File: src/rtl/secure_trap_ctrl.sv
module secure_trap_ctrl #(
  parameter int                BUS_AW     = 8,
  parameter logic [BUS_AW-1:0] CSR_ADDR   = 8'h14,
  parameter int                MEM_AW     = 32,
  parameter logic [MEM_AW-1:0] LOW_BASE   = 32'h1FC0_0000,
  parameter logic [MEM_AW-1:0] HIGH_BASE  = 32'h1FC2_0000,
  parameter logic [MEM_AW-1:0] SRAM_BASE  = 32'h1FC4_0000,
  parameter int                ROM_BITS   = 17,
  parameter int                SRAM_BITS  = 15
) (
  input  logic              clk,
  input  logic              rst_n,
  input  logic [BUS_AW-1:0] bus_addr,
  input  logic              bus_rd,
  input  logic              bus_wr,
  input  logic [31:0]       bus_wdata,
  output logic [31:0]       bus_rdata,
  input  logic              ev_timer,
  input  logic              ev_pi_err,
  input  logic              ev_mi_err,
  input  logic              ev_button,
  input  logic              ev_card_out,
  input  logic              mem_req,
  input  logic [MEM_AW-1:0] mem_addr,
  output logic              cs_boot,
  output logic              cs_kernel,
  output logic              cs_sram,
  output logic              nmi,
  output logic              secure_mode
);

  logic       secure_q, swap_q, ram_en_q, app_q, nmi_q;
  logic [5:0] cause_q;

  logic       hit, rd_hit, wr_hit, sec_wr, any_trap;
  logic [4:0] ev_vec;
  logic [5:0] set_vec, clr_vec;

  assign hit      = (bus_addr == CSR_ADDR);
  assign rd_hit   = hit & bus_rd;
  assign wr_hit   = hit & bus_wr;
  assign sec_wr   = wr_hit & secure_q;
  assign ev_vec   = {ev_card_out, ev_button, ev_mi_err, ev_pi_err, ev_timer};
  assign set_vec  = {ev_vec, rd_hit & ~secure_q};
  assign clr_vec  = sec_wr ? bus_wdata[7:2] : 6'b0;
  assign any_trap = ~secure_q & (rd_hit | wr_hit | (|ev_vec));

  always_ff @(posedge clk) begin
    if (!rst_n) begin
      secure_q <= 1'b1;
      swap_q   <= 1'b0;
      ram_en_q <= 1'b0;
      app_q    <= 1'b0;
      nmi_q    <= 1'b0;
      cause_q  <= '0;
    end else begin
      nmi_q   <= any_trap;
      cause_q <= (cause_q & ~clr_vec) | set_vec;
      if (sec_wr) begin
        secure_q <= bus_wdata[0];
        swap_q   <= bus_wdata[1];
        ram_en_q <= bus_wdata[24];
        app_q    <= bus_wdata[25];
      end else if (any_trap) begin
        secure_q <= 1'b1;
      end
    end
  end

  assign bus_rdata   = rd_hit ? {6'b0, app_q, ram_en_q, 16'b0, cause_q, swap_q, secure_q} : 32'b0;
  assign nmi         = nmi_q;
  assign secure_mode = secure_q;

  logic low_hit, high_hit, sram_hit;
  assign low_hit   = mem_addr[MEM_AW-1:ROM_BITS]  == LOW_BASE[MEM_AW-1:ROM_BITS];
  assign high_hit  = mem_addr[MEM_AW-1:ROM_BITS]  == HIGH_BASE[MEM_AW-1:ROM_BITS];
  assign sram_hit  = mem_addr[MEM_AW-1:SRAM_BITS] == SRAM_BASE[MEM_AW-1:SRAM_BITS];
  assign cs_kernel = mem_req & (swap_q ? high_hit : low_hit);
  assign cs_boot   = mem_req & (swap_q ? low_hit : high_hit);
  assign cs_sram   = mem_req & sram_hit & ram_en_q;

  logic unused_bits;
  assign unused_bits = ^{bus_wdata[31:26], bus_wdata[23:8], mem_addr[SRAM_BITS-1:0]};


  nmi_single_chk: assert property (@(posedge clk) disable iff (!rst_n)
    nmi |=> !nmi);


  nmi_enters_secure_chk: assert property (@(posedge clk) disable iff (!rst_n)
    (!secure_mode && (rd_hit || wr_hit)) |=> (nmi && secure_mode));


  no_nmi_in_secure_chk: assert property (@(posedge clk) disable iff (!rst_n)
    secure_mode |=> !nmi);


  syscall_cause_chk: assert property (@(posedge clk) disable iff (!rst_n)
    (!secure_mode && rd_hit) |=> cause_q[0]);


  ns_write_ignored_chk: assert property (@(posedge clk) disable iff (!rst_n)
    (!secure_mode && wr_hit) |=> ($stable(swap_q) && $stable(ram_en_q) && $stable(app_q)));


  one_select_chk: assert property (@(posedge clk) disable iff (!rst_n)
    $onehot0({cs_boot, cs_kernel, cs_sram}));


  sram_gate_chk: assert property (@(posedge clk) disable iff (!rst_n)
    (mem_req && sram_hit && !ram_en_q) |-> !cs_sram);

endmodule

File: config.mk
export PLATFORM = sky130hd
export DESIGN_NAME = secure_trap_ctrl
export DESIGN_NICKNAME = d
export VERILOG_FILES = /design/src/rtl/secure_trap_ctrl.sv
export SDC_FILE = /design/constraint.sdc
export NUM_CORES = 1
export LEC_CHECK = 0
export BUFFER_PORTS_ARGS = -buffer_cell sky130_fd_sc_hd__buf_4
export CAP_MARGIN = 40
export CORE_MARGIN = 4
export CORE_UTILIZATION = 26
export CTS_CLUSTER_DIAMETER = 40
export DETAILED_ROUTE_END_ITERATION = 8
export PLACE_DENSITY = 0.75
export SLEW_MARGIN = 15
export SYNTH_ARGS = -nofsm -noshare
export SYNTH_HDL_FRONTEND = slang
export SYNTH_SLANG_ARGS = --single-unit
export TNS_END_PERCENT = 1
File: constraint.sdc
create_clock -name clk -period 1.5 [get_ports clk]
set_clock_uncertainty 0.2 [all_clocks]
set_input_delay 0.075 -clock clk [delete_from_list [all_inputs] [get_ports clk]]
set_output_delay 0.075 -clock clk [all_outputs]
set_load 0.05 [all_outputs]
## Word-level counts from Yosys, hierarchy flattened

Cells that the tools add are included.

- $add $sub $neg: 0
- $mul: 0
- Div/mod/pow operators: 0
- Order comparisons: 0
- Equality and inequality tests: 4
- Shift-type cells: 0
- Muxes and demuxes: 6
- Bitwise operators: 15
- Reduce and logical (&&, ||, !) cells: 2

Operators with widths:

| kind | number |
|---|---|
| $eq 15x12->1 const B | 2 |
| $mux 26 | 1 |
| $eq 17x14->1 const B | 1 |
| $and 1x1->1 | 9 |
| $eq 8x5->1 const B | 1 |
| $and 6x6->6 | 1 |
| $mux 6 | 1 |
| $not 6->6 | 1 |
| $or 6x6->6 | 1 |
| $reduce_or 5->1 | 1 |
| $mux 1 | 4 |
| $or 1x1->1 | 2 |
| $reduce_bool 2->1 | 1 |
| $not 1->1 | 1 |

- Register bits: 11
- Latch bits: 0
- Bits in writable memories: 0
- ROM bits: 0
- Output and inout bits: 37
- Memories: 0

## Depth between registers and ports, before layout

Gate-level depths: netlist of the first run.

- Depth in word-level cells: 7
- Gate-level depth with buffers: 3
- Gate-level depth less buffers: 3

## Least setup slack after synthesis of the first run

No wires, ideal clock.

- Path kind: input -> output
- Start: input port mem_addr[20]
- End: output port cs_boot
- Arrival: 2.281 ns
- Slack: -1.056 ns
- Stages: 3
- Path buffers: 0
- Path through: or4b_1 -> or4_4 -> nor3b_1

- Longest elaborated chain between the ends: 3
- Elaborated cells on any way between the ends: 4

RTL lines:

| item | RTL line | text |
|---|---|---|
| from (decl) | 24 | `input logic [MEM_AW-1:0] mem_addr,` |
| $eq 15x12->1 (on tied branches) | 76, 75 |  |
| $mux 1 (*) | 79 | `assign cs_boot = mem_req & (swap_q ? low_hit : high_hit);` |
| $and 1x1->1 (*) | 79 |  |
| to (decl) | 25 | `output logic cs_boot,` |

Every way passes the cells marked *; elsewhere a longest branch is shown, timed or not.

## Worst setup path in the final report of the first run

Ends and elaborated chain as after synthesis.

==> summary.md, run 1 <==
| Metric | Value |
|---|---|
| Outcome | `complete, but fails checks` |
| Failing checks | `setup timing` |
| Area delta synth->final | `104%` |
| Vias in the first global route | `1030` |
| Final Cycle Share | `128%` |
| Gr ovfl total | `0` |
| Clock transition at path regs | `0.07 ns` |
| First-pass GRT wire length | `4.59 mm` |
| Hold depth | `4` |
| RD Place Congestion | `0.711` |
| Setup Crit Path Kind | `input port to primary output` |
| FF-to-FF End | `ram_en_q` |
| Placed instance area | `0.00126 sq mm` |
| Max Root-Sink Buffers | `2` |
| Worst reg2reg path depth | `4` |
| DR iter-0 viols | `32` |
| Via Count | `1020` |
| Final setup fails | `13` |
| Most frequent cells in the layout | `buf_4 (48), dlygate4sd3_1 (26), conb_1 (22)` |
| RSZ-0062 raised after global routing | `yes` |
| Arr. time, crit path | `1.64 ns` |
| Core ar. | `0.00285 sq mm` |
| Die Y | `63.7 microns` |
| Final instance area | `0.00164 sq mm` |
| Hold Crit Start | `bus_addr[1]` |
| Register area share after synthesis | `27.3%` |
| Root cell of the clock tree | `clkbuf_4` |
| CTS Buf Count | `3` |
| Syn_area_per_cell | `7.98 sq um` |
| Logic pwr share | `38.5%` |
| FF-to-FF Start | `secure_mode` |
| Post-CTS Setup Inserts | `0` |
| IO Count | `119` |
| Pwr Density | `510 mW/mm^2` |
| GRT Util Overall | `14.3%` |
| Final net count | `275` |
| Via/cell ratio | `4.57` |
| Antenna Nets Post-Route | `0` |
| Sequential power share | `36.4%` |
| Setup TNS | `-2.45 ns` |
| Commonest non-fill, non-tap cell in the layout | `buf_4` |
| Crit-path max FO | `3` |
| TritonRoute pass-1 iters | `4` |
| CTS Sinks | `11` |
| Synth cell types | `26` |
| Worst Hold Class | `input port to flip-flop` |
| CTS tree | `done` |
| Fin crit period | `1.91 ns` |
| # H-tree levels | `1` |
| Final-report hold violation count | `0` |
| Die area | `0.00405 sq mm` |
| Cell row count | `19` |
| Initial antenna violation count | `0` |
| Starting Density | `28.2%` |
| Chip Width | `63.7 microns` |
| Number of inserted diodes | `0` |
| Mapped Area | `806 sq um` |
| Max-slew violations | `0` |
| Hpwl dp | `2.01 mm` |
| Max Clk Rate | `0.523 GHz` |
| Yosys reg bits | `11` |
| VDD IR max | `0.000432 V` |
| Crit path required time | `1.22 ns` |
| WL final | `2.97 mm` |
| P_sw | `298 uW` |
| Internal Pwr Total | `541 uW` |
| Input/output buffers | `59` |
| DR WL/cell | `13.3 microns` |
| Latest clock arrival within the worst-skew pair | `0.27 ns` |
| Leak Pwr | `0.801 nW` |
| Final worst slack | `-0.414 ns` |
| Share of cells above drive strength 1 | `41.1%` |
| Warnings from Yosys | `0` |
| Largest net degree at the start of global routing | `13` |
| Fillers | `257` |
| DR DRC count | `0` |
| Tot Pwr | `839 uW` |
| Clock share of power | `25.1%` |
| Hold EP | `secure_mode` |
| Flop-to-flop setup slack | `0.13 ns` |
| Synth Instances | `101` |
| MaxCap Viol Count | `0` |
| Crit end category | `primary output` |
| Switching share of power | `35.5%` |
| Startpoint Class | `input port` |
## critical path, cell delays in order
cell,delay [ns]
buf_6,0.09
or4b_1,0.52
or4_4,0.58
nor3b_4,0.20
buf_6,0.18
## registers in the layout (all words and copies together), names as in the netlist
signal,flops
app_q,1
cause_q,6
nmi,1
ram_en_q,1
secure_mode,1
swap_q,1
## cell usage after synthesis (all sizes together)
cell,count,area (sq um)
buf,22,165
dfxtp,11,220
nor2,2,7.51
nand2,8,30.0
o41ai,1,8.76
or4,3,30.0
o2111ai,1,8.76
o21ai,8,40.0
inv,8,30.0
nand3,1,5.00
nor4bb,1,10.0
and3,10,62.6
a31oi,6,37.5
nand4bb,1,11.3
conb,1,3.75
mux2i,3,30.0
a21oi,1,5.00
nand4,3,18.8
clkbuf,2,7.51
xor2,1,8.76
nor4,2,27.5
nor3b,1,7.51
or4b,2,20.0
nor3,2,10.0
## stage by stage
| step | util, % | worst slack [ns] | hold slack [ns] | cells |
|---|---|---|---|---|
| 5_1_grt | 57.6 | -0.462 | 0.0329 | 223 |
| 3_5_place_dp | 44.3 | -0.450 | 0.0621 | 193 |
| 6_report | 57.6 | -0.414 | 0.0392 | 223 |
| 2_1_floorplan | - | -0.441 | -0.0248 | 122 |
| 3_3_place_gp | 44.3 | -0.446 | 0.0602 | 193 |
| 4_1_cts | 56.4 | -0.410 | 0.00212 | 223 |
## layer usage
layer,GRT usage (%),share of wire [%],up-vias
met5,0,0,-
met4,5.39,1.4,0
met3,4.62,7.6,6
met2,25.2,53,47
met1,15.9,38,466
li1,-,-,501
## worst max-delay path by stage
stage                 startpoint       to  slack (ns)  cells past startpoint
floorplan           mem_addr[20]  cs_boot       -0.44                      3
global placement    mem_addr[20]  cs_boot       -0.45                      5
detailed placement  mem_addr[20]  cs_boot       -0.45                      5
CTS                 mem_addr[20]  cs_boot       -0.41                      5
global route        mem_addr[20]  cs_boot       -0.46                      5
finish              mem_addr[20]  cs_boot       -0.41                      5
## final cells by class
class                   instances  area (sq um)  share of cell area (%)
inverters                       8          30.0                    1.83
flip-flops and latches         11           221                    13.5
well taps                      31          38.8                    2.36
multi-input cells              79           519                    31.6
clock buffers                   4          26.3                    1.60
repair buffers                 90           808                    49.2
## repair_timing
item,CTS,global route
gates resized for setup,15,10
hold endpoints to repair,11,0
hold buffers,26,0
pin swaps,3,1
setup endpoints to repair,13,19
## power by group through the flow
stage,logic [mW],clock network (mW),registers (mW)
CTS,0.314,0.215,0.305
finish,0.323,0.211,0.305
global placement,0.256,0,0.312
global route,0.342,0.231,0.307
detailed placement,0.259,0,0.312
floorplan,0.198,0,0.311
## logic make-up (layout without fill, tap and decap cells)
kind of cell,count (synthesis),after routing,share of synthesized area (%)
compound gates,17,17,12.4
xor+xnor,1,1,1.09
buf+inv,32,102,25.2
flops,11,11,27.3
mux,3,3,3.73
other cells,1,22,0.465
simple gates,36,36,29.8
Note: power is estimated with default switching activity, not from simulation.
==> run 2: changes to the inputs <==
Settings changed: ABC_AREA set to 1, CORE_UTILIZATION 26 to 29, PLACE_DENSITY 0.75 to 0.77.
==> run 2 against run 1 <==
Against the previous run:
- the flow now finishes without violations
- worst setup slack improved by 0.50 ns
- clock power shrank 2%
- area after synthesis rose by 15%
- critical path depth down 1
- utilization is 6.4 points lower
- wire length decreased by 4.4%
- cell area decreased by 4.9%
- largest power group unchanged
- die area rose by 2.6%
- global-route usage down 1.5 points
- count of clock-buffer cells in the layout did not move
- critical path type is now flip-flop to primary output
- sequential cell count unchanged
- sequential share of layout area is 0.85 points higher
==> summary.md, run 2 <==
| Metric | Value |
|---|---|
| Syn_area_per_cell | `6.17 sq um (-23%)` |
| WL final | `2.84 mm (-4.4%)` |
| RSZ-0062 raised after global routing | `yes` |
| Chip Width | `64.5 microns (+1.3%)` |
| Mux contribution to synthesized area | `0% (-3.7 points)` |
| Placed insts | `251 (+30%)` |
| Synth cell types | `21 (-19%)` |
| Final hold slack | `0.0201 ns (-0.0190 ns)` |
| Commonest non-fill, non-tap cell in the layout | `buf_4` |
| Latest clock arrival within the worst-skew pair | `0.27 ns (about the same)` |
| Post-Synth Adder-Cell Area | `0% (unchanged)` |
| Largest register FFs | `6 (unchanged)` |
| DR DRC count | `0 (unchanged)` |
| Final setup fails | `0 (-13)` |
| Leak Pwr | `0.828 nW (+3.4%)` |
| Startpoint Class | `flip-flop` |
| Most frequent cells in the layout | `buf_4 (59), nand2_1 (25), inv_1 (23), nor2_1 (23), conb_1 (22)` |
| CTS Buf Count | `3 (unchanged)` |
| Antenna Nets Post-Route | `0 (unchanged)` |
| Fin crit period | `1.41 ns (-0.502 ns)` |
| Max Clk Rate | `0.709 GHz (+36%)` |
| Outcome | `finished clean` |
| XOR/XNOR Fraction of Synth Area | `0% (-1.1 points)` |
| Compound-Gate Fraction of Synth Area | `5.95% (-6.5 points)` |
| TritonRoute pass-1 iters | `4 (unchanged)` |
| Post-synthesis simple-gate area fraction | `40.4% (+11 points)` |
| Layout Cells excl Fill | `273 (+22%)` |
| Synth top cells by count | `nand2_1 (25), nor2_1 (25), inv_1 (23)` |
| DR iter-0 viols | `23 (-28%)` |
| Flop-to-flop setup slack | `0.36 ns (+0.23 ns)` |
| Setup Crit Path Kind | `flip-flop to primary output` |
| Clock transition at path regs | `0.07 ns (about the same)` |
| GRT Util Overall | `12.8% (-1.5 points)` |
| Pwr Density | `526 mW/mm^2 (+3.1%)` |
| Max-slew violations | `0 (unchanged)` |
| Main combinational cell family by area after synthesis | `simple AND/OR/NAND/NOR gates` |
| Area delta synth->final | `68.9%` |
| CTS Sinks | `11 (unchanged)` |
| VDD IR max | `0.000317 V (-27%)` |
| Cell taking the most area after synthesis | `dfxtp_1` |
| Input/output buffers | `59 (unchanged)` |
| Synth Instances | `150 (+49%)` |
| Synth Flop Type | `dfxtp_1` |
| Mapped Area | `926 sq um (+15%)` |
| Cell row count | `20 (+1)` |
| Number of inserted diodes | `0 (unchanged)` |
| Largest net degree at the start of global routing | `11 (-2)` |
| RD Place Congestion | `0.750 (+5.4%)` |
| Final net count | `312 (+13%)` |
| IO Count | `119 (unchanged)` |
| # H-tree levels | `1 (unchanged)` |
| Yosys reg bits | `11 (unchanged)` |
| Crit path required time | `1.22 ns (about the same)` |
| Root cell of the clock tree | `clkbuf_4` |
| Top cells by area, synth | `dfxtp_1 (24%), buf_4 (18%), nand2_1 (10%)` |
| Post-CTS Setup Inserts | `0 (unchanged)` |
| First-pass GRT wire length | `4.36 mm (-5.0%)` |
| Core ar. | `0.00305 sq mm (+7.0%)` |
| Die Y | `64.5 microns (+1.3%)` |
| Async SR Flop Fraction | `0% (unchanged)` |
| Max Root-Sink Buffers | `2 (unchanged)` |
| EDFF count, synth | `0 (unchanged)` |
| Crit-path max FO | `2 (-1)` |
| Initial antenna violation count | `0 (unchanged)` |
| Starting Density | `30.3% (+2.1 points)` |
| Register area share after synthesis | `23.8% (-3.5 points)` |
| Warnings from Yosys | `0 (unchanged)` |
| DR WL/cell | `10.4 microns (-22%)` |
| Worst Hold Class | `input port to flip-flop` |
| Hpwl dp | `2.05 mm (+2.0%)` |
| Vias in the first global route | `1085 (+5.3%)` |
| Share of cells above drive strength 1 | `34.1% (-7.1 points)` |
| MaxCap Viol Count | `0 (unchanged)` |
| CTS tree | `done` |
| Final Cycle Share | `94.1% (-33 points)` |
| Crit end category | `primary output` |
| Die area | `0.00416 sq mm (+2.6%)` |
| Via/cell ratio | `4.09 (-11%)` |
| Top cell type's share of synthesized area | `23.8% (-3.5 points)` |
| Reg with most FFs | `cause_q` |
| Gr ovfl total | `0 (unchanged)` |
| Arr. time, crit path | `1.14 ns (-0.50 ns)` |
| Via Count | `1116 (+9.4%)` |
| Final-report hold violation count | `0 (unchanged)` |
## run 2: cell count changes after synthesis, sizes merged, moves of 5 or more
cell and change:
nor2 +26, nand2 +20, inv +17, and3 -9
a21oi +7, a31oi -6, nand3 +6, nand4 +5
o21ai -5
## run 2: final cells by class
| class | instances | area [sq um] |
|---|---|---|
| clock buffer | 4 | 26.3 |
| fill | 318 | 1490 |
| inverter | 26 | 97.6 |
| multi-input combinational | 110 | 527 |
| sequential | 11 | 224 |
| tap | 44 | 55.1 |
| timing repair buffer | 78 | 634 |
## run 2: logic make-up after synthesis
group	after synthesis
flip-flops	11
AO/OA/AOI/OAI	11
AND/OR/NAND/NOR	77
other	1
buffers and inverters	50
## run 2: worst max-delay path: stages, from the launching register on
cell and delay (ns):
dfxtp_2 0.32, and3_1 0.14, nand3_1 0.09, nor3_2 0.14, buf_6 0.18
## run 2: what timing repair did
item / CTS / global route
hold buffers: 18 / 0
hold endpoints to repair: 11 / 0
endpoints found under the setup margin: 0 / 12
gates resized for setup: 0 / 6
## run 2: final timing paths
path                                   from         end  cells after the start
worst max-delay path               ram_en_q     cs_sram                      4
worst min-delay path            bus_addr[6]  cause_q[0]                      6
worst max register to register  secure_mode  cause_q[0]                      4
worst min register to register   cause_q[4]  cause_q[4]                      2
## run 2: per-stage QoR
step,setup WS [ns],utilization [%],setup TNS (ns),area (sq um),total power [mW]
2_1_floorplan,-0.243,-,-0.404,1010,0.522
3_3_place_gp,0.119,44.0,0,1340,0.578
3_5_place_dp,0.0980,44.0,0,1340,0.580
4_1_cts,0.0260,50.7,0,1550,0.819
5_1_grt,-0.00186,51.2,-0.00186,1560,0.854
6_report,0.0888,51.2,0,1560,0.823
## run 2: power by group
group,internal [mW],switching (mW),leakage (nW)
logic,0.121,0.188,0.722
registers,0.302,0.00482,0.0908
clock network,0.103,0.104,0.0150
total,0.526,0.297,0.828
## run 2: routing by layer
metal  GRT usage [%]  part of all wire [%]  vias up
met5               0                     0        -
li1                -                     -      577
met3            3.64                    10        4
met1            12.3                    35      481
met2            25.0                    53       54
met4            5.80                   1.1        0
